==> config.mk <==
export PLATFORM = sky130hd
export DESIGN_NAME = rx_addr_filter
export DESIGN_NICKNAME = d
export VERILOG_FILES = /design/src/rtl/rx_addr_pkg.sv /design/src/rtl/rx_addr_dpath.sv /design/src/rtl/rx_addr_ctrl.sv /design/src/rtl/rx_addr_filter.sv
export SDC_FILE = /design/constraint.sdc
export NUM_CORES = 1
export LEC_CHECK = 0
export CAP_MARGIN = 5
export CORE_MARGIN = 3
export CORE_UTILIZATION = 35
export DETAILED_ROUTE_END_ITERATION = 7
export PLACE_DENSITY = 0.68
export SLEW_MARGIN = 20
export SYNTH_ARGS = -nofsm -noshare
export SYNTH_HDL_FRONTEND = slang
export SYNTH_SLANG_ARGS = --single-unit
==> constraint.sdc <==
create_clock -name clk -period 2.2 [get_ports clk]
set_clock_uncertainty 0.15 [all_clocks]
set_input_delay 0.44 -clock clk [delete_from_list [all_inputs] [get_ports clk]]
set_output_delay 0.44 -clock clk [all_outputs]
set_load 0.02 [all_outputs]
==> src/rtl/rx_addr_pkg.sv <==
package rx_addr_pkg;

  typedef enum logic [2:0] {
    ST_HUNT,
    ST_ADDR,
    ST_DECIDE,
    ST_KEEP,
    ST_DROP
  } rxState_e;

  // Strobes from the control FSM to the address datapath.
  typedef struct packed {
    logic clrAddr;
    logic shiftBit;
  } dpCtrl_t;

endpackage

==> src/rtl/rx_addr_dpath.sv <==
module rx_addr_dpath
  import rx_addr_pkg::*;
#(
  parameter int ADDR_W   = 16,
  parameter int NARROW_W = 8
) (
  input  logic              clk,
  input  logic              rstN,
  input  dpCtrl_t           ctrl,
  input  logic              bitIn,
  input  logic              wideAddr,
  input  logic [ADDR_W-1:0] stationAddr,
  input  logic [ADDR_W-1:0] addrMask,
  output logic              lastBit,
  output logic              addrMatch,
  output logic [ADDR_W-1:0] addrOut
);

  localparam int CNT_W = $clog2(ADDR_W);
  localparam logic [CNT_W-1:0] WIDE_LAST   = CNT_W'(ADDR_W - 1);
  localparam logic [CNT_W-1:0] NARROW_LAST = CNT_W'(NARROW_W - 1);

  logic [CNT_W-1:0]  bitIdx;
  logic [ADDR_W-1:0] addrReg;
  logic [ADDR_W-1:0] lenMask;

  // Positions below the narrow length are always live; the rest only in wide mode.
  for (genvar i = 0; i < ADDR_W; i++) begin : g_len
    if (i < NARROW_W) begin : g_low
      assign lenMask[i] = 1'b1;
    end else begin : g_high
      assign lenMask[i] = wideAddr;
    end
  end

  always_ff @(posedge clk) begin
    if (!rstN) begin
      bitIdx  <= '0;
      addrReg <= '0;
    end else if (ctrl.clrAddr) begin
      bitIdx  <= '0;
      addrReg <= '0;
    end else if (ctrl.shiftBit) begin
      addrReg[bitIdx] <= bitIn;
      bitIdx          <= bitIdx + 1'b1;
    end
  end

  logic allOnes;
  logic exactHit;

  always_comb begin
    lastBit   = (bitIdx == (wideAddr ? WIDE_LAST : NARROW_LAST));
    allOnes   = &(addrReg | ~lenMask);
    exactHit  = ~|((addrReg ^ stationAddr) & ~addrMask & lenMask);
    addrMatch = allOnes | exactHit;
  end

  assign addrOut = addrReg;

endmodule

==> src/rtl/rx_addr_ctrl.sv <==
module rx_addr_ctrl
  import rx_addr_pkg::*;
(
  input  logic    clk,
  input  logic    rstN,
  input  logic    frameActive,
  input  logic    bitValid,
  input  logic    bitIn,
  input  logic    lastBit,
  input  logic    addrMatch,
  output dpCtrl_t ctrl,
  output logic    acceptStb,
  output logic    rejectStb,
  output logic    frameAccepted
);

  rxState_e state, stateNxt;
  logic     prevBit, prevBitNxt;
  logic     havePrev, havePrevNxt;

  always_comb begin
    stateNxt      = state;
    prevBitNxt    = prevBit;
    havePrevNxt   = havePrev;
    ctrl.clrAddr  = 1'b0;
    ctrl.shiftBit = 1'b0;

    if (!frameActive) begin
      stateNxt    = ST_HUNT;
      havePrevNxt = 1'b0;
    end else begin
      unique case (state)
        ST_HUNT: begin
          if (bitValid) begin
            if (havePrev && (prevBit == bitIn)) begin
              if (bitIn) begin
                stateNxt     = ST_ADDR;
                ctrl.clrAddr = 1'b1;
              end else begin
                stateNxt = ST_DROP;
              end
              havePrevNxt = 1'b0;
            end else begin
              prevBitNxt  = bitIn;
              havePrevNxt = 1'b1;
            end
          end
        end
        ST_ADDR: begin
          if (bitValid) begin
            ctrl.shiftBit = 1'b1;
            if (lastBit) stateNxt = ST_DECIDE;
          end
        end
        ST_DECIDE: stateNxt = addrMatch ? ST_KEEP : ST_DROP;
        ST_KEEP:   stateNxt = ST_KEEP;
        ST_DROP:   stateNxt = ST_DROP;
        default:   stateNxt = ST_HUNT;
      endcase
    end
  end

  always_ff @(posedge clk) begin
    if (!rstN) begin
      state    <= ST_HUNT;
      prevBit  <= 1'b0;
      havePrev <= 1'b0;
    end else begin
      state    <= stateNxt;
      prevBit  <= prevBitNxt;
      havePrev <= havePrevNxt;
    end
  end

  assign acceptStb     = (state == ST_DECIDE) && frameActive && addrMatch;
  assign rejectStb     = (state == ST_DECIDE) && frameActive && !addrMatch;
  assign frameAccepted = (state == ST_KEEP);

endmodule

==> src/rtl/rx_addr_filter.sv <==
module rx_addr_filter
  import rx_addr_pkg::*;
#(
  parameter int ADDR_W   = 16,
  parameter int NARROW_W = 8
) (
  input  logic              clk,
  input  logic              rstN,
  input  logic              frameActive,
  input  logic              bitValid,
  input  logic              bitIn,
  input  logic              wideAddr,
  input  logic [ADDR_W-1:0] stationAddr,
  input  logic [ADDR_W-1:0] addrMask,
  output logic              acceptStb,
  output logic              rejectStb,
  output logic              frameAccepted,
  output logic [ADDR_W-1:0] addrOut
);

  dpCtrl_t dpCtrl;
  logic    lastBit;
  logic    addrMatch;

  rx_addr_ctrl u_ctrl (
    .clk          (clk),
    .rstN         (rstN),
    .frameActive  (frameActive),
    .bitValid     (bitValid),
    .bitIn        (bitIn),
    .lastBit      (lastBit),
    .addrMatch    (addrMatch),
    .ctrl         (dpCtrl),
    .acceptStb    (acceptStb),
    .rejectStb    (rejectStb),
    .frameAccepted(frameAccepted)
  );

  rx_addr_dpath #(
    .ADDR_W  (ADDR_W),
    .NARROW_W(NARROW_W)
  ) u_dpath (
    .clk        (clk),
    .rstN       (rstN),
    .ctrl       (dpCtrl),
    .bitIn      (bitIn),
    .wideAddr   (wideAddr),
    .stationAddr(stationAddr),
    .addrMask   (addrMask),
    .lastBit    (lastBit),
    .addrMatch  (addrMatch),
    .addrOut    (addrOut)
  );

endmodule

==> results by group, run 1 <==
Floorplanning
  – Die area: 5143 um^2
  – Core Box Area: 4086 um^2
  – IO Pins: 57
  – FP Rows: 23
  – Die height: 71.72 um
  – Die width: 71.72 um
  – Initial core utilization: 0.3699

Layout
  – Filler-free cell count of the finished design: 310
  – Layout Nets: 303
  – Most frequent cells in the layout: buf_4, nor2_1, clkdlybuf4s50_1, mux2i_1, dlygate4sd2_1
  – Commonest non-fill, non-tap cell in the layout: buf_4
  – Antenna fix cells: 0
  – Fillers: 383
  – Design Area, Final: 2480 um^2
  – Area grow syn2layout: 64.07%
  – Layout cells sized above 1: 0.3192

Critical path
  – CP Class: reg -> out
  – Critical path's slowest cell: dfxtp_2
  – Worst Setup SP: u_dpath.addrOut[7]$_SDFFE_PP0P_
  – Worst-path fanout max: 3
  – Worst EP arrival: 1.69 ns
  – Most used cell, CP: buf_4
  – RR Startpoint: u_dpath.addrOut[12]$_SDFFE_PP0P_
  – Startpoint Class: flop
  – Slowest stage delay, CP: 0.34 ns
  – Critical path endpoint category: output pin
  – WP data required: 1.61 ns
  – Cells along the critical path: xnor2_2 -> o22ai_2 -> nor4_2 -> buf_4 -> o21ai_4 -> nand2_2 -> nor2_1 -> buf_4

Place
  – Worst slack at placement: -0.9495 ns
  – Post-DP Area: 2310 um^2
  – Placed Cells: 303
  – Final GP Congestion: 0.7687
  – Port bufs: 56
  – DP HPWL: 3057 um

Global route
  – First-pass GRT wire length: 6782 um
  – GRT Max-Usage Layer: met2
  – Global route total overflow: 0
  – Tot GR Track Use: 0.1633
  – Met2 global-route usage: 0.2663
  – Met3 usage: 0.03506
  – Initial antenna violation count: 0
  – Largest net degree at the start of global routing: 21
  – Vias in the first global route: 1461
  – Grt met1 use: 0.2180

Synth
  – Post-synthesis sequential area ratio: 0.3311
  – Yosys top cell area share: 0.3311
  – Mapped Nets: 220
  – Avg Inst Size Synth: 8.491 um^2
  – Ys async rst share: 0
  – EDFF count, synth: 0
  – Largest area contributor in the netlist: dfxtp_1
  – Synthesis-stage register bit count: 25
  – Count of different cell masters after synthesis: 35
  – Synthesis Warnings: 0
  – Post-Syn Area: 1511 um^2
  – Gate Count Post-Synth: 178
  – Area contributors post-synth: dfxtp_1, mux2i_1, xnor2_1
  – Main synth FF type: dfxtp_1

Clock tree
  – Clk sinks: 25
  – CTS root buffer: clkbuf_8
  – CTS H-tree depth: 1
  – CTS tree: yes
  – CTS Buf Count: 3
  – CTS Hold Buffers Added: 0
  – Reg clk slew, reported paths: 0.09 ns
  – Clk_lat worst skew: 0.27 ns
  – CTS max path bufs: 2

Power
  – Leakage: 0.001089 uW
  – Pwr/cell area: 356.8 nW/um^2
  – Worst supply voltage drop on vdd: 179.6 uV

Timing
  – Final Cycle Share: 1.037
  – Final worst path period need: 2.282 ns
  – Unrepaired setup endpoints after global routing: true
  – Final Max Tran Viols: 0
  – Worst setup margin: -0.08192 ns
  – Max_slew headroom: 0.7416
  – Final hold viol count: 0
  – Worst-margin pin slew: 0.3871 ns
  – Final-report setup violation count: 2
  – FMAX: 438.2 MHz

Flow run
  – Max cap viols: 0

Hold path
  – Hold Path Class: reg -> reg
  – Beginning of the worst hold path: u_ctrl.state[0]$_SDFFE_PN0P_

Drt
  – Post-DR vias/cell: 5.000
  – Final wirelength: 4159 um
  – Remaining antenna violation count: 0
  – Vias post-DR: 1550
  – First drt pass iteration count: 4
  – Drt drc: 0
  – Drt wl/cell: 13.42 um
  – Starting DRT DRC Count: 68

Status
  – Failing checks: negative setup slack
  – Status: finished with violations
-- cell families after synthesis --
group	synth area share
buf+inv	0.05711
simple gates	0.2343
xor+xnor	0.1217
fa+ha+maj	0.03311
mux	0.1192
flops	0.3311
compound gates	0.1035
-- routing by layer --
layer / routed length, um / share of wire / up-vias
met4: 46 / 0.011 / 0
met2: 1928 / 0.46 / 57
met1: 1893 / 0.46 / 698
met3: 291 / 0.070 / 5
li1: - / - / 790
met5: 0 / 0 / -
-- what timing repair did --
item | in CTS | in global routing
resized for setup | 92 | 10
endpoints found under the setup margin | 2 | 2
pin swaps | 26 | 5
setup buffers | 2 | 1
-- path summary, 6_finish.rpt --
check	endpoint	slack (ns)	cells past startpoint
max reg2reg	u_ctrl.state[0]$_SDFFE_PN0P_	0.31	9
min	u_ctrl.state[2]$_SDFFE_PN0P_	0.33	1
max	rejectStb	-0.08	8
min reg2reg	u_ctrl.state[2]$_SDFFE_PN0P_	0.33	1
-- where the power goes --
part / switching, uW / internal (uW) / total [uW]
Sequential: 2.04 / 453 / 455
Clock: 149 / 130 / 279
Combinational: 62.1 / 89.4 / 152
Total: 213 / 672 / 885
-- registers in the layout (all words and copies together), names as in the netlist --
register	count
u_dpath.bitIdx	4
u_ctrl.prevBit	1
u_dpath.addrOut	16
u_ctrl.havePrev	1
u_ctrl.state	3
-- worst max-delay path, delay by kind of cell, from the launching register on --
kind                   cells  cell delay, ns
AND/OR/NAND/NOR            3            0.43
flip-flops                 1            0.34
buffers and inverters      2            0.33
AO/OA/AOI/OAI              2            0.17
XOR/XNOR                   1            0.16
-- metrics by stage --
step                utilization  setup TNS [ns]  hold WS, ns  power [uW]
floorplan                     -               0       0.3024       514.2
global placement         0.5652          -1.585       0.3208       607.0
detailed placement       0.5652          -2.159       0.3230       608.5
CTS                      0.6026        -0.08360       0.3347       886.4
global route             0.6069         -0.3674       0.3609       921.8
finish                   0.6069         -0.1479       0.3327       884.9
-- synthesized netlist by cell type, drive strengths merged (2+ instances only) --
master	number
nor3	4
o22ai	8
inv	5
nor2b	3
nor2	26
xor2	2
xnor2	19
nand2	8
and3	2
o21ai	3
buf	8
nand4	9
a21oi	2
a31oi	3
clkbuf	2
nand3	15
mux2i	18
ha	4
nor4	2
dfxtp	25
-- final cells by class --
type,instances,area (um^2),share of cell area
clock buffers,4,45.04,0.01816
repair buffers,88,757.0,0.3052
multi-input cells,138,1081,0.4359
well taps,50,62.56,0.02523
inverters,5,18.77,0.007568
flip-flops and latches,25,515.5,0.2079
Note: power is estimated with default switching activity, not from simulation.
==> run 2: changes to the inputs <==
- SLEW_MARGIN: 20 -> default
==> results of run 2 <==
Final layout, timing and power as in run 1 (identical DEF).
